`src/rtl/lodiv_pkg.sv`:
```
package lodiv_pkg;

  localparam int unsigned MAIN_W     = 12;
  localparam int unsigned SWL_W      = 4;
  localparam int unsigned DIV_W      = MAIN_W + SWL_W;
  localparam int unsigned REF_W      = 13;
  localparam int unsigned RSEL_W     = 4;
  localparam int unsigned REF_CODES  = 12;
  localparam int unsigned SWL_MIN    = 17 * (1 << SWL_W);
  localparam int unsigned DIR_MIN    = 5;

  typedef enum logic {
    MODE_DIRECT  = 1'b0,
    MODE_SWALLOW = 1'b1
  } div_mode_e;

  typedef struct packed {
    logic              use_hi;
    div_mode_e         mode;
    logic [MAIN_W-1:0] main;
    logic [SWL_W-1:0]  swl;
    logic              err;
  } div_cfg_t;

  typedef enum logic [1:0] {
    PD_FLOAT = 2'd0,
    PD_HIGH  = 2'd1,
    PD_LOW   = 2'd2
  } pd_state_e;

  // Crystal ticks per reference period for the 7.2 MHz crystal, ascending frequency.
  function automatic logic [REF_W-1:0] ref_ticks_base(input logic [RSEL_W-1:0] code);
    unique case (code)
      4'd0:    return REF_W'(7200);
      4'd1:    return REF_W'(2400);
      4'd2:    return REF_W'(2304);
      4'd3:    return REF_W'(1440);
      4'd4:    return REF_W'(1152);
      4'd5:    return REF_W'(800);
      4'd6:    return REF_W'(720);
      4'd7:    return REF_W'(576);
      4'd8:    return REF_W'(288);
      4'd9:    return REF_W'(240);
      4'd10:   return REF_W'(144);
      default: return REF_W'(72);
    endcase
  endfunction

endpackage

```
`src/rtl/lodiv_cfg_decode.sv`:
```
module lodiv_cfg_decode
  import lodiv_pkg::*;
#(
  parameter int unsigned MW = MAIN_W,
  parameter int unsigned SW = SWL_W
) (
  input  logic            band_hi_i,
  input  logic            swallow_en_i,
  input  logic [MW+SW-1:0] divisor_i,
  output div_cfg_t        cfg_o
);
  localparam int unsigned DW = MW + SW;

  logic [DW-1:0] n_swl;
  logic [MW-1:0] n_dir;

  always_comb begin
    cfg_o        = '0;
    cfg_o.use_hi = band_hi_i;
    cfg_o.mode   = (band_hi_i || swallow_en_i) ? MODE_SWALLOW : MODE_DIRECT;
    n_swl        = divisor_i;
    n_dir        = divisor_i[MW-1:0];
    if (cfg_o.mode == MODE_SWALLOW) begin
      if (divisor_i < DW'(SWL_MIN)) begin
        n_swl     = DW'(SWL_MIN);
        cfg_o.err = 1'b1;
      end
      cfg_o.main = n_swl[DW-1:SW];
      cfg_o.swl  = n_swl[SW-1:0];
    end else begin
      if (n_dir < MW'(DIR_MIN)) begin
        n_dir     = MW'(DIR_MIN);
        cfg_o.err = 1'b1;
      end
      cfg_o.main = n_dir;
      cfg_o.swl  = '0;
    end
  end

endmodule

```
`src/rtl/lodiv_main_div.sv`:
```
module lodiv_main_div
  import lodiv_pkg::*;
#(
  parameter int unsigned MW = MAIN_W,
  parameter int unsigned SW = SWL_W
) (
  input  logic     clk_i,
  input  logic     rst_ni,
  input  logic     lo_hi_i,
  input  logic     lo_lo_i,
  input  div_cfg_t req_cfg_i,
  output logic     div_o,
  output logic     err_o
);
  localparam int unsigned PW = SW + 1;
  localparam logic [PW-1:0] PRE_LONG  = PW'(1 << SW);        // 17 pulses
  localparam logic [PW-1:0] PRE_SHORT = PW'((1 << SW) - 1);  // 16 pulses

  div_cfg_t      act_q;
  logic          started_q;
  logic [PW-1:0] pre_q;
  logic [SW-1:0] swl_q;
  logic [MW-1:0] main_q;
  logic          div_q, err_q;

  logic lo_sel, lo_pulse, pre_evt, term;

  assign lo_sel   = started_q ? act_q.use_hi : req_cfg_i.use_hi;
  assign lo_pulse = lo_sel ? lo_hi_i : lo_lo_i;
  assign pre_evt  = (act_q.mode == MODE_DIRECT) || (pre_q == '0);
  assign term     = !started_q || (pre_evt && (main_q == '0));

  always_ff @(posedge clk_i or negedge rst_ni) begin
    if (!rst_ni) begin
      act_q     <= '0;
      started_q <= 1'b0;
      pre_q     <= '0;
      swl_q     <= '0;
      main_q    <= '0;
      div_q     <= 1'b0;
      err_q     <= 1'b0;
    end else begin
      div_q <= 1'b0;
      if (lo_pulse) begin
        if (term) begin
          // end of a divided cycle: take new settings here only
          started_q <= 1'b1;
          act_q     <= req_cfg_i;
          div_q     <= 1'b1;
          err_q     <= req_cfg_i.err;
          main_q    <= req_cfg_i.main - MW'(1);
          swl_q     <= req_cfg_i.swl;
          pre_q     <= (req_cfg_i.swl != '0) ? PRE_LONG : PRE_SHORT;
        end else if (pre_evt) begin
          main_q <= main_q - MW'(1);
          if (act_q.mode == MODE_SWALLOW) begin
            if (swl_q != '0) swl_q <= swl_q - SW'(1);
            pre_q <= (swl_q > SW'(1)) ? PRE_LONG : PRE_SHORT;
          end
        end else begin
          pre_q <= pre_q - PW'(1);
        end
      end
    end
  end

  assign div_o = div_q;
  assign err_o = err_q;

endmodule

```
`src/rtl/lodiv_ref_div.sv`:
```
module lodiv_ref_div
  import lodiv_pkg::*;
#(
  parameter int unsigned RW = REF_W,
  parameter int unsigned CW = RSEL_W
) (
  input  logic          clk_i,
  input  logic          rst_ni,
  input  logic          xtal_tick_i,
  input  logic          xtal_sel_i,
  input  logic [CW-1:0] ref_sel_i,
  output logic          ref_o
);
  localparam int unsigned XW = RW + 3;

  logic [CW-1:0] code;
  logic [RW-1:0] base, ticks;
  logic [XW-1:0] scaled;
  logic [RW-1:0] cnt_q;
  logic          started_q, ref_q, term;

  assign code   = (ref_sel_i >= CW'(REF_CODES)) ? CW'(REF_CODES - 1) : ref_sel_i;
  assign base   = ref_ticks_base(code);
  assign scaled = ({3'b000, base} * XW'(5)) >> 3;   // 4.5 / 7.2 = 5 / 8
  assign ticks  = xtal_sel_i ? scaled[RW-1:0] : base;
  assign term   = !started_q || (cnt_q == '0);

  always_ff @(posedge clk_i or negedge rst_ni) begin
    if (!rst_ni) begin
      cnt_q     <= '0;
      started_q <= 1'b0;
      ref_q     <= 1'b0;
    end else begin
      ref_q <= 1'b0;
      if (xtal_tick_i) begin
        if (term) begin
          started_q <= 1'b1;
          ref_q     <= 1'b1;
          cnt_q     <= ticks - RW'(1);
        end else begin
          cnt_q <= cnt_q - RW'(1);
        end
      end
    end
  end

  assign ref_o = ref_q;

endmodule

```
`src/rtl/lodiv_phase_det.sv`:
```
module lodiv_phase_det
  import lodiv_pkg::*;
(
  input  logic clk_i,
  input  logic rst_ni,
  input  logic div_p_i,
  input  logic ref_p_i,
  input  logic unlock_rd_i,
  output logic pd_oe_o,
  output logic pd_val_o,
  output logic unlock_o
);
  pd_state_e st_q;
  logic [1:0] dcnt_q;
  logic       seen_q, unlock_q;

  always_ff @(posedge clk_i or negedge rst_ni) begin
    if (!rst_ni) begin
      st_q <= PD_FLOAT;
    end else if (div_p_i && !ref_p_i) begin
      st_q <= (st_q == PD_LOW) ? PD_FLOAT : PD_HIGH;
    end else if (ref_p_i && !div_p_i) begin
      st_q <= (st_q == PD_HIGH) ? PD_FLOAT : PD_LOW;
    end
  end

  always_ff @(posedge clk_i or negedge rst_ni) begin
    if (!rst_ni) begin
      dcnt_q   <= '0;
      seen_q   <= 1'b0;
      unlock_q <= 1'b0;
    end else if (ref_p_i) begin
      seen_q <= 1'b1;
      dcnt_q <= {1'b0, div_p_i};
      if (seen_q && (dcnt_q != 2'd1)) unlock_q <= 1'b1;
      else if (unlock_rd_i)           unlock_q <= 1'b0;
    end else begin
      if (div_p_i && (dcnt_q != 2'd3)) dcnt_q <= dcnt_q + 2'd1;
      if (unlock_rd_i) unlock_q <= 1'b0;
    end
  end

  assign pd_oe_o  = (st_q != PD_FLOAT);
  assign pd_val_o = (st_q == PD_HIGH);
  assign unlock_o = unlock_q;

endmodule

```
`src/rtl/lodiv_top.sv`:
```
module lodiv_top
  import lodiv_pkg::*;
(
  input  logic              clk_i,
  input  logic              rst_ni,
  input  logic              lo_hi_i,
  input  logic              lo_lo_i,
  input  logic              xtal_tick_i,
  input  logic              band_hi_i,
  input  logic              swallow_en_i,
  input  logic [DIV_W-1:0]  divisor_i,
  input  logic              xtal_sel_i,
  input  logic [RSEL_W-1:0] ref_sel_i,
  input  logic              unlock_rd_i,
  output logic              div_o,
  output logic              ref_o,
  output logic              pd_oe_o,
  output logic              pd_val_o,
  output logic              unlock_o,
  output logic              clamp_err_o
);
  div_cfg_t req_cfg;

  lodiv_cfg_decode #(.MW(MAIN_W), .SW(SWL_W)) u_dec (
    .band_hi_i    (band_hi_i),
    .swallow_en_i (swallow_en_i),
    .divisor_i    (divisor_i),
    .cfg_o        (req_cfg)
  );

  lodiv_main_div #(.MW(MAIN_W), .SW(SWL_W)) u_div (
    .clk_i     (clk_i),
    .rst_ni    (rst_ni),
    .lo_hi_i   (lo_hi_i),
    .lo_lo_i   (lo_lo_i),
    .req_cfg_i (req_cfg),
    .div_o     (div_o),
    .err_o     (clamp_err_o)
  );

  lodiv_ref_div #(.RW(REF_W), .CW(RSEL_W)) u_ref (
    .clk_i       (clk_i),
    .rst_ni      (rst_ni),
    .xtal_tick_i (xtal_tick_i),
    .xtal_sel_i  (xtal_sel_i),
    .ref_sel_i   (ref_sel_i),
    .ref_o       (ref_o)
  );

  lodiv_phase_det u_pd (
    .clk_i       (clk_i),
    .rst_ni      (rst_ni),
    .div_p_i     (div_o),
    .ref_p_i     (ref_o),
    .unlock_rd_i (unlock_rd_i),
    .pd_oe_o     (pd_oe_o),
    .pd_val_o    (pd_val_o),
    .unlock_o    (unlock_o)
  );

endmodule

```
`config.mk`:
```
export PLATFORM = sky130hd
export DESIGN_NAME = lodiv_top
export DESIGN_NICKNAME = d
export VERILOG_FILES = /design/src/rtl/lodiv_pkg.sv /design/src/rtl/lodiv_cfg_decode.sv /design/src/rtl/lodiv_main_div.sv /design/src/rtl/lodiv_ref_div.sv /design/src/rtl/lodiv_phase_det.sv /design/src/rtl/lodiv_top.sv
export SDC_FILE = /design/constraint.sdc
export NUM_CORES = 1
export LEC_CHECK = 0
export BUFFER_PORTS_ARGS = -buffer_cell sky130_fd_sc_hd__clkbuf_2
export CORE_AREA = 2 2 79 99
export DETAILED_ROUTE_END_ITERATION = 6
export DIE_AREA = 0 0 81 101
export PLACE_DENSITY = 0.91
export SLEW_MARGIN = 25
export SYNTH_ARGS = -nofsm -noshare
export SYNTH_HDL_FRONTEND = slang
export SYNTH_SLANG_ARGS = --single-unit
```
`constraint.sdc`:
```
create_clock -name clk_i -period 4.3 [get_ports clk_i]
set_clock_uncertainty 0.15 [all_clocks]
set_input_delay 0.86 -clock clk_i [delete_from_list [all_inputs] [get_ports clk_i]]
set_output_delay 0.86 -clock clk_i [all_outputs]
set_load 0.005 [all_outputs]
```
==> results.ini, run 1 <==
[sta]
post-route-period-util = 1.04
setup_viol = 4
rsz_0062_raised_after_global_routing = yes
worst_pin_slew_ps = 866
worst_slew_margin_rel = 0.423
drv_slew = 0
fin_tns_setup_ps = -443
post-route-worst-setup-slack_ps = -185
final.hold.worst_slack_ps = 328
timing.fmax_mhz = 223
min_period_ps = 4490
finalHoldViolCount = 0

[floorplan]
dieArea_um2 = 8180
core_area_um2 = 7270
initial_utilization = 0.591
pin_count = 35
floorplan_row_count = 35
die_height_um = 101
die_w_um = 81

[synthesis]
synth.largest_area_cell = dfrtp_1
netlist.area_leader.share = 0.274
syn_area_per_cell_um2 = 8.28
fraction_of_the_mapped_netlist_area_in_adder_cells = 0.0862
synth_mux_area_frac = 0.0574
synth_sequential_area_ratio = 0.274
ys_types = 84
synth.top_cells.by_area = dfrtp_1, ha_1, mux2i_1, nand2_1, a21oi_1
synthesis.nets = 577
synth-warning-count = 0
post_synth_top_flop = dfrtp_1
yosys.area_share.simple = 0.220
yosys.area_share.xor_xnor = 0.0306
post_synth_instance_area_um2 = 4300
synth_seq_cells = 47
main_combinational_cell_family_by_area_after_synthesis = compound AO/OA/AOI/OAI gates
asyncSetResetFlopFracSynth = 1.00
synth_area_in_compound_gates = 0.278
count_of_flip_flops_with_a_built_in_enable_after_synthesis = 0
synth_cells = 519

[routing]
routed_wirelength_um = 12700
drc_errors = 0
detail_route.iter0.violations = 429
drt_pre_antenna_iters = 5
detail_route.wl_per_cell_um = 18.2
post_dr_vias_cell = 6.65
route.vias.total = 4644
antenna_left = 0

[clock_network]
ctsRootBufferMaster = clkbuf_8
cts.clk_slew.worst_paths_ps = 100
cts_made_buffers = 5
number_of_buffers_on_the_longest_clock_path = 2
cts_hold_buffers = 0
tritoncts = built
clkSinkCount = 47
worstSkewPairLatency_ps = 310
cts-htree-levels = 2

[job]
drv_cap = 0

[pwr]
post-layout-total-power_mw = 2.11
pwr_density_cell_nw_per_um2 = 392
total_leakage_power_nw = 2.42
peakVddDrop_uv = 233

[cells_and_area]
finish.utilization = 0.743
insertedDiodeCount = 0
final_cell_mix = buf_4, nand2_1, dfrtp_1
final_common_cell = buf_4
final-instance-count-excl-fill = 698
n_fill_cell = 505
area_growth_pct = 25.7
final_layout_size_suffix_gt1_frac = 0.290
finalNetCount = 663

[setup_path]
critical_path.top_delay_family = adder cells
worstPathArrival_ps = 4540
crit_path_max_fanout = 3
cp_cell_sequence = clkbuf_16, a21oi_4, inv_2, ha_4, nor2b_4, a211oi_2, nor2_1, ha_1, ha_2, inv_2, fa_2, or3b_4, a221oi_2, o211ai_1, nor2_1, nand2_1, nor4_4, xor2_1, mux2_4
critPathCaptureType = flip-flop
reg2reg_setup_slack_ps = 460
critical_path_buf_inv_count = 3
setup.worst_path.start_class = input pin
crit_path_max_incr_delay_ps = 530
cp_max_stage_cell = fa_2
crit_required_ps = 4350
setup.worst_path.class = in -> reg

[placement]
place_hpwl_um = 8420
dp_cells = 677
place_congestion = 0.918
port-buffer-count = 34

[global_routing]
wire_length_of_the_first_global_routing_pass_um = 19300
groute.usage.overall = 0.298
first_global_vias = 4208
global_route.overflow_total = 0
initial_antenna_violation_count = 0
grt_start_max_net_pins = 31

[status]
outcome = finished, violations left
failing_checks = negative setup slack

[hold_path]
hp-class = in -> async

per-stage QoR:
| stage | worst slack [ps] | cell area (um^2) |
|---|---|---|
| 2_1_floorplan | -496 | 4440 |
| 3_3_place_gp | -389 | 4970 |
| 3_5_place_dp | -537 | 4970 |
| 4_1_cts | -44.9 | 5290 |
| 5_1_grt | -354 | 5400 |
| 6_report | -185 | 5400 |
report_power, final:
group,switching [mW],total (mW),internal (mW)
Sequential,0.154,0.722,0.568
Combinational,0.533,0.996,0.463
Clock,0.165,0.397,0.232
Total,0.851,2.11,1.26
metal layers:
layer / track usage / routed length (um)
met2: 0.530 / 6530
met5: 0 / 0
met4: 0.146 / 681
met3: 0.0332 / 592
met1: 0.351 / 4910
final timing paths:
| check | to | startpoint | cells past startpoint |
|---|---|---|---|
| setup reg to reg | u_div.main_q[6]$_DFFE_PN0P_ | u_div.main_q[4]$_DFFE_PN0P_ | 10 |
| max in group asynchronous | u_div.main_q[7]$_DFFE_PN0P_ | rst_ni | 2 |
| hold / removal | u_ref.cnt_q[1]$_DFFE_PN0P_ | rst_ni | 1 |
| min in group clk_i | u_pd.seen_q$_DFFE_PN0P_ | u_pd.seen_q$_DFFE_PN0P_ | 1 |
| setup / recovery | u_ref.cnt_q[11]$_DFFE_PN0P_ | ref_sel_i[2] | 19 |
| hold reg to reg | u_pd.seen_q$_DFFE_PN0P_ | u_pd.seen_q$_DFFE_PN0P_ | 1 |
state kept, by name, summed over array words and instances, names as in the netlist:
name             cells
u_ref.cnt_q         13
u_div.main_q        12
u_div.pre_q          5
u_div.swl_q          4
u_div.act_q          2
u_pd.dcnt_q          2
u_pd.st_q            2
u_div.div_o          1
u_div.err_o          1
u_div.started_q      1
u_pd.seen_q          1
u_pd.unlock_o        1
u_ref.ref_o          1
u_ref.started_q      1
layout make-up:
class	count	area (um^2)	area share
clock inverters	3	67.6	0.0125
flip-flops and latches	47	1180	0.218
clock buffers	5	68.8	0.0127
repair buffers	104	728	0.135
inverters	30	113	0.0209
well taps	92	115	0.0213
multi-input cells	417	3130	0.580
synth_stat cells (6+ instances only):
cell type / number
a21o_1: 6
xor2_1: 6
o21ai_0: 33
nor4_1: 8
o211ai_1: 11
or2_2: 7
nand3_1: 11
a211oi_1: 6
nor2_1: 42
a21oi_1: 37
xnor2_1: 9
a31oi_1: 7
nor2b_1: 6
inv_1: 29
nor3_1: 12
nand2b_1: 6
clkbuf_1: 19
dfrtp_1: 47
mux2i_1: 19
nand2_1: 50
a22oi_1: 8
ha_1: 28
cells by family (layout without fill, tap and decap cells):
family | after synthesis | after routing
muxes | 24 | 24
DFF | 47 | 47
adders and majority gates | 29 | 29
buffers and inverters | 55 | 142
other | 1 | 1
xor gates and xnor gates | 15 | 15
and+or+nand+nor | 178 | 178
AOI/OAI and AO/OA | 170 | 170
what timing repair did:
action | in CTS | in global routing
endpoints found under the hold margin | 0 | 0
pin swaps | 25 | 11
setup buffers | 8 | 5
setup endpoints to repair | 5 | 7
resized for setup | 15 | 13
(Power assumes the default switching activity.)
==> run 2: changes to the inputs <==
- ABC_AREA: default -> 1
- CORE_AREA: 2 2 79 99 -> 2 2 81 102
- DIE_AREA: 0 0 81 101 -> 0 0 83 104
- PLACE_DENSITY: 0.91 -> 0.92
==> run 2 against run 1 <==
The flow now finishes without violations. Final area down 8.7%. Sequential share of layout area rose by 2.1 points. Via count shrank 0.67%. Largest power group unchanged. Cell count is 21% higher. Global-route usage down 3.8 points. Critical endpoint is now u_ref.cnt_q[8]$_DFFE_PN0P_. Largest cell class unchanged. Critical path depth rose by 2. Area after synthesis increased by 7.2%. Clock power down 14%.
==> results.ini, run 2 <==
[routing]
routed_wirelength_um = 10900
route.vias.total = 4613
drc_errors = 0
drt_pre_antenna_iters = 5
detail_route.wl_per_cell_um = 12.8
post_dr_vias_cell = 5.44
detail_route.iter0.violations = 314
antenna_left = 0

[setup_path]
crit_path_max_incr_delay_ps = 390
critical_path_buf_inv_count = 4
critPathCaptureType = flip-flop
setup.worst_path.class = in -> reg
critical_path.top_delay_family = simple AND/OR/NAND/NOR gates
worstPathArrival_ps = 3980
cp_max_stage_cell = fa_1
setup.worst_path.start_class = input pin
crit_path_max_fanout = 8
path_common_cell = nand2_1
cp_cell_sequence = clkbuf_2, nand2_1, nand2_1, inv_1, ha_1, nand2_1, inv_2, nor2_1, ha_1, ha_1, inv_1, fa_1, or2_2, nand2_1, nand2_1, nand2_1, nor2_2, nand2_2, nor2_4, a21oi_1, a21oi_1
crit_required_ps = 4350

[global_routing]
initial_antenna_violation_count = 0
groute.usage.overall = 0.261
global_route.overflow_total = 0
grt_start_max_net_pins = 33
wire_length_of_the_first_global_routing_pass_um = 19200
first_global_vias = 4599

[cells_and_area]
number_of_flip_flops_in_the_largest_register = 13
n_fill_cell = 684
insertedDiodeCount = 0
max_flop_register = u_ref.cnt_q
largestRegisters = u_ref.cnt_q x13, u_div.main_q x12, u_div.pre_q x5
final_layout_size_suffix_gt1_frac = 0.150
finalNetCount = 810
final_common_cell = nand2_1
area_growth_pct = 7.09
final_cell_mix = nand2_1, inv_1, nand3_1

[synthesis]
synth_sequential_area_ratio = 0.255
synth_cells = 724
synth.largest_area_cell = dfrtp_1
yosysMostFrequentCell = nand2_1
synth_top_cells_by_count = nand2_1, inv_1, nand3_1
post_synth_top_flop = dfrtp_1
count_of_flip_flops_with_a_built_in_enable_after_synthesis = 0
synth.top_cells.by_area = dfrtp_1, nand2_1, inv_1, ha_1, nand3_1
synth_seq_cells = 47
asyncSetResetFlopFracSynth = 1.00
ys_types = 46
synthesis.nets = 782
syn_area_per_cell_um2 = 6.36
netlist.area_leader.share = 0.255
synth-warning-count = 0
post_synth_instance_area_um2 = 4600

[floorplan]
dieArea_um2 = 8630
floorplan_row_count = 36
core_area_um2 = 7700
pin_count = 35
die_height_um = 104
initial_utilization = 0.598
die_w_um = 83

[sta]
drv_slew = 0
post-route-worst-setup-slack_ps = 371
rsz_0062_raised_after_global_routing = no
worst_pin_slew_ps = 579
timing.fmax_mhz = 254
finalHoldViolCount = 0
fin_tns_setup_ps = 0
setup_viol = 0
min_period_ps = 3930
post-route-period-util = 0.914
worst_slew_margin_rel = 0.614

[pwr]
pwr_density_cell_nw_per_um2 = 495
total_leakage_power_nw = 2.73
peakVddDrop_uv = 389

[clock_network]
cts_hold_buffers = 0
clkSinkCount = 47
tritoncts = built
number_of_buffers_on_the_longest_clock_path = 2
cts_made_buffers = 5
ctsRootBufferMaster = clkbuf_8
worstSkewPairLatency_ps = 310
cts.clk_slew.worst_paths_ps = 100
cts-htree-levels = 2

[status]
outcome = finished, final reports clean

[placement]
port-buffer-count = 34
pre_cts_slack_ps = 32.0
place_congestion = 0.971
place_hpwl_um = 8400

[job]
drv_cap = 0

[hold_path]
hp-class = in -> async

[run 2: cell types whose count changed in the layout (fill, tap and decap cells not counted), sizes merged, moves of 10 or more]
| cell | delta |
|---|---|
| inv | +80 |
| nand3 | +62 |
| o21ai | +13 |
| a21oi | -20 |
| mux2i | -19 |
| buf | -67 |
| nor2 | +36 |
| nor4 | -10 |
| nor3 | -11 |
| nand2 | +205 |
[run 2: logic make-up after synthesis]
kind of cell               count (synthesis)  synth area share
xor gates and xnor gates                   7            0.0133
AOI/OAI and AO/OA                         84             0.105
DFF                                       47             0.255
adders and majority gates                 29            0.0804
other                                      1          0.000814
muxes                                      1           0.00245
buffers and inverters                    126             0.112
and+or+nand+nor                          429             0.430
[run 2: worst paths after layout]
check,start,endpoint,slack [ps],depth (start not counted)
max in group asynchronous,rst_ni,u_ref.cnt_q[1]$_DFFE_PN0P_,2950,2
hold reg to reg,u_pd.seen_q$_DFFE_PN0P_,u_pd.seen_q$_DFFE_PN0P_,330,2
min in group clk_i,u_pd.seen_q$_DFFE_PN0P_,u_pd.seen_q$_DFFE_PN0P_,330,2
hold / removal,rst_ni,u_pd.unlock_o$_DFF_PN0_,290,1
setup reg to reg,u_div.pre_q[0]$_DFFE_PN0P_,u_div.main_q[6]$_DFFE_PN0P_,1560,15
setup / recovery,ref_sel_i[2],u_ref.cnt_q[8]$_DFFE_PN0P_,370,21
[run 2: power by group]
group / switching [mW] / internal [mW]
logic: 0.898 / 0.462
registers: 0.139 / 0.602
clock network: 0.165 / 0.175
[run 2: repair_timing]
action,in CTS,in global routing
endpoints found under the hold margin,0,0
gates resized for setup,0,2
setup endpoints to repair,0,4
buffers inserted,0,0
[run 2: through the flow]
step / instance area, um^2 / hold WS, ps / utilization / std cells / power (mW)
after floorplan: 4600 / 271 / - / 724 / 1.76
after global routing: 4930 / 314 / 0.640 / 848 / 2.67
final: 4930 / 293 / 0.640 / 848 / 2.44
after CTS: 4930 / 312 / 0.640 / 848 / 2.42
after global placement: 4810 / 283 / 0.625 / 840 / 1.98
after detailed placement: 4810 / 312 / 0.625 / 840 / 2.06
[run 2: area by class of cell]
class	count	area [um^2]	share of cell area
inverters	110	413	0.0837
multi-input cells	551	2920	0.591
flip-flops and latches	47	1180	0.239
clock inverters	3	46.3	0.00939
clock buffers	5	68.8	0.0140
repair buffers	37	193	0.0391
well taps	95	119	0.0241
[run 2: layer usage]
metal | global-route usage | part of all wire | vias to the layer above
li1 | - | - | 2340
met1 | 0.289 | 0.39 | 2071
met2 | 0.489 | 0.53 | 165
met3 | 0.0302 | 0.046 | 37
met4 | 0.122 | 0.030 | 0
met5 | 0 | 0 | -
==> run 3: changes to the inputs <==
- RECOVER_POWER: default -> 50
==> run 3 against run 2 <==
The flow now finishes with violations (max-capacitance violations, max-slew violations). Critical path depth did not move. Core utilization shrank 0.065 points. Flip-flop and latch count unchanged. Largest cell class unchanged. Sequential share of layout area barely moved. Fmax barely moved. Worst setup slack improved by 2.6 ps. Clock power is essentially flat. Count of clock-buffer cells in the layout is the same. Total power hardly changed. Die area is the same.
==> results.ini, run 3 (same netlist as run 2, synthesis figures left out) <==
[clock_network]
cts_made_buffers = 5
tritoncts = built
worstSkewPairLatency_ps = 310
number_of_buffers_on_the_longest_clock_path = 2
cts_hold_buffers = 0
ctsRootBufferMaster = clkbuf_8
cts.clk_slew.worst_paths_ps = 100
cts-htree-levels = 2
clkSinkCount = 47
cts_setup_buffers = 0

[setup_path]
reg2reg_setup_slack_ps = 1560
critPathCaptureType = flip-flop
critical_path.top_delay_family = simple AND/OR/NAND/NOR gates
cp_cell_sequence = clkbuf_2, nand2_1, nand2_1, inv_1, ha_1, nand2_1, inv_2, nor2_1, ha_1, ha_1, inv_1, fa_1, or2_2, nand2_1, nand2_1, nand2_1, nor2_2, nand2_2, nor2_4, a21oi_1, a21oi_1
worst_r2r_endpoint = u_div.main_q[6]$_DFFE_PN0P_
worstPathArrival_ps = 3980
crit_path_max_incr_delay_ps = 390
setup.worst_path.class = in -> reg
crit-reg2reg-launch = u_div.pre_q[0]$_DFFE_PN0P_
crit_path_max_fanout = 8
critical_path_buf_inv_count = 4
setup.worst_path.start_class = input pin
crit_required_ps = 4350
r2r.worst_path.cells = 15
cp_max_stage_cell = fa_1
path_common_cell = nand2_1

[pwr]
peakVddDrop_uv = 389
pwr_density_cell_nw_per_um2 = 496
power_switching_mw = 1.20
switching_share = 0.493
power_frac_seq = 0.303
total_leakage_power_nw = 2.73
power.share.combinational = 0.557
intPower_mw = 1.24
post-layout-total-power_mw = 2.44
clockPowerShare = 0.140

[routing]
drt_pre_antenna_iters = 5
post_dr_vias_cell = 5.48
routed_wirelength_um = 10800
route.vias.total = 4647
detail_route.iter0.violations = 320
antenna_left = 0
drc_errors = 0
detail_route.wl_per_cell_um = 12.8

[global_routing]
grt_start_max_net_pins = 33
groute.usage.overall = 0.261
global_route.overflow_total = 0
initial_antenna_violation_count = 0
wire_length_of_the_first_global_routing_pass_um = 19200
first_global_vias = 4599

[floorplan]
dieArea_um2 = 8630
initial_utilization = 0.598
die_height_um = 104
pin_count = 35
die_w_um = 83
core_area_um2 = 7700
floorplan_row_count = 36

[hold_path]
hp-class = reg -> reg
worst_hold_startpoint = u_pd.seen_q$_DFFE_PN0P_
hold_path_end = u_pd.seen_q$_DFFE_PN0P_
worstHoldPathCells = 2

[sta]
finalHoldViolCount = 0
fin_tns_setup_ps = 0
drv_slew = 33
setup_viol = 0
timing.fmax_mhz = 255
post-route-period-util = 0.913
rsz_0062_raised_after_global_routing = no
worst_pin_slew_ps = 1690
min_period_ps = 3930
worst_slew_margin_rel = -0.129

[placement]
port-buffer-count = 34
place_hpwl_um = 8400
place_congestion = 0.971

[cells_and_area]
final_cell_mix = nand2_1, inv_1, nand3_1
finalNetCount = 810
area_growth_pct = 6.98
largestRegisters = u_ref.cnt_q x13, u_div.main_q x12, u_div.pre_q x5
final_common_cell = nand2_1
final_layout_size_suffix_gt1_frac = 0.147
number_of_flip_flops_in_the_largest_register = 13
multi_input_area_um2 = 2920
regArea_um2 = 1180
n_fill_cell = 685
max_flop_register = u_ref.cnt_q
insertedDiodeCount = 0

[job]
drv_cap = 1

[status]
outcome = finished, violations left
failing_checks = max-capacitance violations, max-slew violations

[run 3: routing by layer]
metal / global-route usage / share of wire / up-vias
met1: 0.289 / 0.39 / 2088
met3: 0.0302 / 0.049 / 35
met4: 0.122 / 0.030 / 0
li1: - / - / 2343
met5: 0 / 0 / -
met2: 0.489 / 0.53 / 181
[run 3: tightest hold or removal path, stage by stage, from the launching register on]
cell	delay, ps
dfrtp_1	340
inv_1	50
nand2_1	60
[run 3: how the worst max path moves through the flow]
stage | cells after the start | slack [ps] | to | start
floorplan | 23 | 420 | u_ref.cnt_q[12]$_DFFE_PN0P_ | ref_sel_i[3]
global placement | 27 | 220 | u_ref.cnt_q[10]$_DFFE_PN0P_ | ref_sel_i[2]
detailed placement | 25 | 30 | u_ref.cnt_q[12]$_DFFE_PN0P_ | ref_sel_i[2]
CTS | 25 | 360 | u_ref.cnt_q[12]$_DFFE_PN0P_ | ref_sel_i[2]
global route | 27 | 4 | u_ref.cnt_q[10]$_DFFE_PN0P_ | ref_sel_i[2]
finish | 21 | 370 | u_ref.cnt_q[8]$_DFFE_PN0P_ | ref_sel_i[2]
[run 3: what timing repair did]
item	CTS	global route
endpoints found under the setup margin	0	4
hold endpoints to repair	0	0
resized for setup	0	2
[run 3: power groups by stage]
stage	Clock, mW	Sequential [mW]	Combinational, mW
3_3_place_gp	0	0.728	1.26
6_report	0.341	0.741	1.36
5_1_grt	0.356	0.757	1.55
4_1_cts	0.339	0.735	1.35
3_5_place_dp	0	0.741	1.32
2_1_floorplan	0	0.698	1.06
[run 3: metrics by stage]
stage               setup WS (ps)  cells  area (um^2)  hold WS, ps   util
finish                        373    848         4930          331  0.640
global route                 3.74    848         4930          375  0.640
global placement              223    840         4810          283  0.625
CTS                           357    848         4930          312  0.640
floorplan                     416    724         4600          271      -
detailed placement           32.0    840         4810          312  0.625
[run 3: cell type report]
cell class              count  area share
clock inverters             3     0.00940
inverters                 110      0.0838
clock buffers               5      0.0140
flip-flops and latches     47       0.239
multi-input cells         551       0.592
repair buffers             37      0.0381
well taps                  95      0.0241
